**src/rtl/fsup_pkg.sv**
```systemverilog
package fsup_pkg;
   typedef enum logic [1:0] {
      PWM_NORMAL = 2'd0,
      PWM_LOW    = 2'd1,
      PWM_MID    = 2'd2
   } pwm_cmd_e;

   typedef enum logic [1:0] {
      OVS_IDLE = 2'd0,
      OVS_RAMP = 2'd1,
      OVS_HOLD = 2'd2
   } ov_state_e;

   localparam logic [1:0] PS_FULL = 2'd0;
endpackage

```
**src/rtl/fsup_thr_sel.sv**
```systemverilog
module fsup_thr_sel (
   input  logic [1:0] pwr_state,
   input  logic       dly_full,
   input  logic       imm_full,
   input  logic       dly_lite,
   input  logic       imm_lite,
   output logic       dly_sel,
   output logic       imm_sel
);
   import fsup_pkg::*;
   logic full_pwr;
   assign full_pwr = (pwr_state == PS_FULL);
   always_comb begin
      if (full_pwr) begin
         dly_sel = dly_full;
         imm_sel = imm_full;
      end else begin
         dly_sel = dly_lite;
         imm_sel = imm_lite;
      end
   end
endmodule

```
**src/rtl/fsup_oc_timer.sv**
```systemverilog
module fsup_oc_timer #(
   parameter int OC_DELAY = 50
) (
   input  logic clk,
   input  logic rst_n,
   input  logic clr,
   input  logic blk,
   input  logic dly,
   input  logic imm,
   output logic trip
);
   localparam int CNT_W = (OC_DELAY > 2) ? $clog2(OC_DELAY) : 1;
   localparam logic [CNT_W-1:0] LAST = CNT_W'(OC_DELAY - 1);

   logic [CNT_W-1:0] cnt_q;
   logic             trip_q;

   always_ff @(posedge clk or negedge rst_n) begin
      if (!rst_n) begin
         cnt_q  <= '0;
         trip_q <= 1'b0;
      end else if (clr) begin
         cnt_q  <= '0;
         trip_q <= 1'b0;
      end else if (!trip_q) begin
         if (blk) begin
            cnt_q <= '0;
         end else if (imm) begin
            trip_q <= 1'b1;
         end else if (dly) begin
            if (cnt_q == LAST) trip_q <= 1'b1;
            else               cnt_q  <= cnt_q + 1'b1;
         end else begin
            cnt_q <= '0;
         end
      end
   end

   assign trip = trip_q;
endmodule

```
**src/rtl/fsup_ov_seq.sv**
```systemverilog
module fsup_ov_seq (
   input  logic       clk,
   input  logic       rst_n,
   input  logic       clr,
   input  logic       blk,
   input  logic       hit,
   input  logic       above,
   input  logic       dac_zero,
   output logic       active,
   output logic       ramp,
   output logic [1:0] pwm
);
   import fsup_pkg::*;
   ov_state_e st_q;
   pwm_cmd_e  pwm_q;

   always_ff @(posedge clk or negedge rst_n) begin
      if (!rst_n) begin
         st_q  <= OVS_IDLE;
         pwm_q <= PWM_NORMAL;
      end else if (clr) begin
         st_q  <= OVS_IDLE;
         pwm_q <= PWM_NORMAL;
      end else begin
         case (st_q)
            OVS_IDLE: if (hit && !blk) begin
               st_q  <= OVS_RAMP;
               pwm_q <= PWM_LOW;
            end
            OVS_RAMP: if (dac_zero) begin
               st_q  <= OVS_HOLD;
               pwm_q <= PWM_LOW;
            end else begin
               pwm_q <= above ? PWM_LOW : PWM_MID;
            end
            OVS_HOLD: pwm_q <= PWM_LOW;
            default: begin
               st_q  <= OVS_IDLE;
               pwm_q <= PWM_NORMAL;
            end
         endcase
      end
   end

   assign active = (st_q != OVS_IDLE);
   assign ramp   = (st_q == OVS_RAMP);
   assign pwm    = pwm_q;
endmodule

```
**src/rtl/rail_fault_supervisor.sv**
```systemverilog
module rail_fault_supervisor #(
   parameter int DAC_W           = 8,
   parameter int OC_DELAY        = 50,
   parameter bit OV_ABS_AT_START = 1'b1
) (
   input  logic             clk,
   input  logic             rst_n,
   input  logic             rail_en,
   input  logic [1:0]       pwr_state,
   input  logic             oc_dly_full,
   input  logic             oc_imm_full,
   input  logic             oc_dly_lite,
   input  logic             oc_imm_lite,
   input  logic             ov_rel,
   input  logic             ov_abs,
   input  logic             in_softstart,
   input  logic             uv_flag,
   input  logic [DAC_W-1:0] dac_code,
   output logic             shutdown_req,
   output logic [1:0]       pwm_mode,
   output logic             rdy_drop,
   output logic             dac_ramp_dn
);
   import fsup_pkg::*;

   generate
      if (DAC_W < 1 || DAC_W > 16) begin : g_bad_dac_w
         $error("rail_fault_supervisor: DAC_W out of range");
      end
      if (OC_DELAY < 2) begin : g_bad_delay
         $error("rail_fault_supervisor: OC_DELAY must be at least 2");
      end
   endgenerate

   logic clr;
   logic dly_sel, imm_sel;
   logic ov_hit;
   logic oc_trip;
   logic ov_active, ov_ramp;
   logic [1:0] ov_pwm;
   logic uv_q;
   logic dac_zero;

   assign clr      = !rail_en;
   assign dac_zero = (dac_code == '0);

   generate
      if (OV_ABS_AT_START) begin : g_ov_abs
         assign ov_hit = in_softstart ? ov_abs : ov_rel;
      end else begin : g_ov_rel
         assign ov_hit = ov_rel;
      end
   endgenerate

   fsup_thr_sel u_sel (
      .pwr_state (pwr_state),
      .dly_full  (oc_dly_full),
      .imm_full  (oc_imm_full),
      .dly_lite  (oc_dly_lite),
      .imm_lite  (oc_imm_lite),
      .dly_sel   (dly_sel),
      .imm_sel   (imm_sel)
   );

   fsup_oc_timer #(.OC_DELAY(OC_DELAY)) u_oc (
      .clk   (clk),
      .rst_n (rst_n),
      .clr   (clr),
      .blk   (ov_active | ov_hit),
      .dly   (dly_sel),
      .imm   (imm_sel),
      .trip  (oc_trip)
   );

   fsup_ov_seq u_ov (
      .clk      (clk),
      .rst_n    (rst_n),
      .clr      (clr),
      .blk      (oc_trip),
      .hit      (ov_hit),
      .above    (ov_rel),
      .dac_zero (dac_zero),
      .active   (ov_active),
      .ramp     (ov_ramp),
      .pwm      (ov_pwm)
   );

   always_ff @(posedge clk or negedge rst_n) begin
      if (!rst_n)      uv_q <= 1'b0;
      else if (clr)    uv_q <= 1'b0;
      else if (uv_flag) uv_q <= 1'b1;
   end

   assign shutdown_req = oc_trip;
   assign pwm_mode     = oc_trip ? PWM_MID : ov_pwm;
   assign rdy_drop     = oc_trip | ov_active | uv_q;
   assign dac_ramp_dn  = ov_ramp;
endmodule

```
**config.mk**
```make
export PLATFORM = sky130hd
export DESIGN_NAME = rail_fault_supervisor
export DESIGN_NICKNAME = d
export VERILOG_FILES = /design/src/rtl/fsup_pkg.sv /design/src/rtl/fsup_thr_sel.sv /design/src/rtl/fsup_oc_timer.sv /design/src/rtl/fsup_ov_seq.sv /design/src/rtl/rail_fault_supervisor.sv
export SDC_FILE = /design/constraint.sdc
export NUM_CORES = 1
export LEC_CHECK = 0
export ABC_CLOCK_PERIOD_IN_PS = 1800
export BUFFER_PORTS_ARGS = -buffer_cell sky130_fd_sc_hd__buf_2
export CORE_MARGIN = 3
export CORE_UTILIZATION = 50
export CTS_BUF_LIST = sky130_fd_sc_hd__clkbuf_2 sky130_fd_sc_hd__clkbuf_4 sky130_fd_sc_hd__clkbuf_8
export CTS_CLUSTER_SIZE = 24
export DETAILED_ROUTE_END_ITERATION = 10
export PLACE_DENSITY = 0.81
export SLEW_MARGIN = 20
export SYNTH_ARGS = -nofsm -noshare
export SYNTH_HDL_FRONTEND = slang
export SYNTH_SLANG_ARGS = --single-unit
export TNS_END_PERCENT = 100
```
**constraint.sdc**
```tcl
create_clock -name clk -period 1.8 [get_ports clk]
set_clock_uncertainty 0.15 [all_clocks]
set_input_delay 0.18 -clock clk [delete_from_list [all_inputs] [get_ports clk]]
set_output_delay 0.18 -clock clk [all_outputs]
set_load 0.02 [all_outputs]
```
==> metrics.txt <==
CP Class=flip-flop to flip-flop; # clock sinks=12; register area share after synthesis=0.400; number of setup violations in the final report=0; VDD IR-drop max=438 uV; Final ANT Viol Nets=0; final hold violations=0; Total Routed Length=1.88 mm; number of register bits inferred by synthesis=12; DRT Pass-1 Iters=4; CTS buffer count=3; H-tree levels=1; crit share post-route=0.961; setup_tns=0 ps; clock root buffer=clkbuf_4; final worst setup slack=71.0 ps; Slew headroom=0.692; Clock transition at path regs=90 ps; yosys warns=0; crit-path max FO=10; Bufs on Longest Clock Path=2; detailed placement HPWL=approximately 1.3 mm; status=finished clean; maxcap violations=0; initial antenna violation count=0; CP arrival=about 1800 ps; Rows=13; pre-CTS WS=60.6 ps; Synth Instances=80; Met3 Routed Length=141 um; Die Height=44.8 um; vias per cell=6.02; Avg WL per Cell=14.6 um; count of different cell masters after synthesis=34; most common cell after layout, fill and taps aside=buf_2; fillers=111; Area Growth Syn to Fin=31.5%; ANT cells=0; first-pass GRT wire length=~3 mm; syn_area_per_cell=9.38 um^2; critical path launch point type=flip-flop; TritonCTS clock tree=yes; Final Power=641 uW; most frequent cells in the layout=buf_2, dfrtp_1, inv_1; worst min path class=input pin to flip-flop; met2 WL=approximately 870 um; Lkg Pwr=0.459 nW; critical path required time=roughly 1900 ps; Horiz. Die Dim=between 40 and 50 um; Crit. End Element=flip-flop; mapped cell area=751 um^2; 1st-iter DRT viols=16; Starting Density=0.556; met1 WL=roughly 830 um; worst reg2reg setup slack=approximately 71 ps; syn_nets=103; # port buffers=25; largest net degree at the start of global routing=13; GR Overflow Total=0; maximum clock frequency=578 MHz; Final nets=about 140; GR Util All Layers=0.206; CORE AREA=1350 um^2; Via Count=777; latest clock arrival within the worst-skew pair=between 200 and 300 ps; die area=about 2000 um^2; gpl congestion=roughly 0.83; top sig layer=met4; Final Max Tran Viols=0; share of layout cells above drive strength 1=0.325; Slew @ Worst Pin=450 ps; P per Cell Area=~650 nW/um^2; # DRC=0; vias in the first global route=~690; min Tclk post-route=1730 ps; io pins=26
==> worst paths after layout <==
path                                               start                   endpoint  cells after the start
worst max-delay path            u_ov.st_q[1]$_DFFE_PN0P_  u_oc.cnt_q[2]$_DFFE_PN0P_                      5
worst min-delay path                             rail_en           uv_q$_DFFE_PN0P_                      2
worst max register to register  u_ov.st_q[1]$_DFFE_PN0P_  u_oc.cnt_q[2]$_DFFE_PN0P_                      5
worst min register to register          uv_q$_DFFE_PN0P_           uv_q$_DFFE_PN0P_                      1
max in group asynchronous                          rst_n  u_oc.cnt_q[1]$_DFFE_PN0P_                      2
min in group asynchronous                          rst_n           uv_q$_DFFE_PN0P_                      2
==> registers in the layout, indices dropped and copies added (netlist names) <==
name        cells
u_oc.cnt_q      6
u_ov.pwm        2
u_ov.st_q       2
u_oc.trip       1
uv_q            1
==> power by group <==
group / total (mW) / internal, mW / switching (mW)
registers: 0.287 / 0.279 / 0.00880
clock network: 0.224 / 0.123 / 0.101
logic: 0.130 / 0.0585 / 0.0715
total: 0.641 / 0.460 / 0.181
==> critical path, stage by stage, from the launching register on <==
cell      delay [ps]
dfrtp_1          440
or3b_4           420
a211oi_4         220
buf_6            160
a41oi_2          120
a31oi_1          140
==> layer usage <==
metal | track usage | up-vias
met3 | 0.0359 | 9
met2 | 0.341 | 41
met4 | 0.0904 | 0
met1 | 0.263 | 354
li1 | - | 373
met5 | 0 | -
==> kinds of logic after synthesis <==
logic type	share of synthesized area
adder cells (fa/ha/maj)	0.0333
AO/OA/AOI/OAI	0.238
flip-flops	0.400
buffers and inverters	0.0350
AND/OR/NAND/NOR	0.252
multiplexers	0.0417
==> layout make-up <==
cell class / count / area [um^2] / share of cell area
Multi-Input combinational cell: 61 / 432 / 0.437
Sequential cell: 12 / 300 / 0.304
Tap cell: 15 / 18.8 / 0.0190
Inverter: 7 / 26.3 / 0.0266
Timing Repair Buffer: 30 / 174 / 0.176
Clock buffer: 4 / 36.3 / 0.0368
==> synthesized netlist by cell type <==
master	n	share of area
o311ai_1	1	0.012
o21ba_1	1	0.013
a2111oi_0	1	0.012
or3b_4	2	0.030
nand4_1	1	0.0083
nor2b_1	3	0.025
a211oi_4	1	0.027
a21oi_1	2	0.013
or4_1	2	0.020
a41oi_1	1	0.012
o311a_1	1	0.013
or2b_1	1	0.010
or2_2	2	0.017
dfrtp_1	12	0.40
nor3_1	2	0.013
o211ai_1	3	0.030
mux2_1	1	0.015
o221a_1	1	0.015
or2_0	1	0.0083
nand2_1	5	0.025
nand2b_1	2	0.017
ha_1	2	0.033
and3_1	2	0.017
o32ai_1	1	0.012
nor2_1	6	0.030
o21a_1	1	0.010
a211oi_1	1	0.010
o21ai_0	1	0.0067
o21ai_1	3	0.020
mux2i_1	2	0.027
inv_1	7	0.035
a31oi_1	4	0.033
nand3_1	3	0.020
nand4b_1	1	0.012
==> what timing repair did <==
action,in CTS,in global routing
hold buffers,3,0
endpoints found under the setup margin,0,6
gates resized for setup,0,2
hold endpoints to repair,14,0
setup buffers,0,1
==> through the flow <==
| step | hold WS [ps] | area [um^2] | std cells | util |
|---|---|---|---|---|
| 2_1_floorplan | -266 | 751 | 80 | - |
| 3_3_place_gp | -77.3 | 902 | 121 | 0.668 |
| 3_5_place_dp | -78.2 | 902 | 121 | 0.668 |
| 4_1_cts | 24.0 | 968 | 128 | 0.717 |
| 5_1_grt | 39.5 | 987 | 129 | 0.731 |
| 6_report | 24.1 | 987 | 129 | 0.731 |
Note: power is estimated with default switching activity, not from simulation.
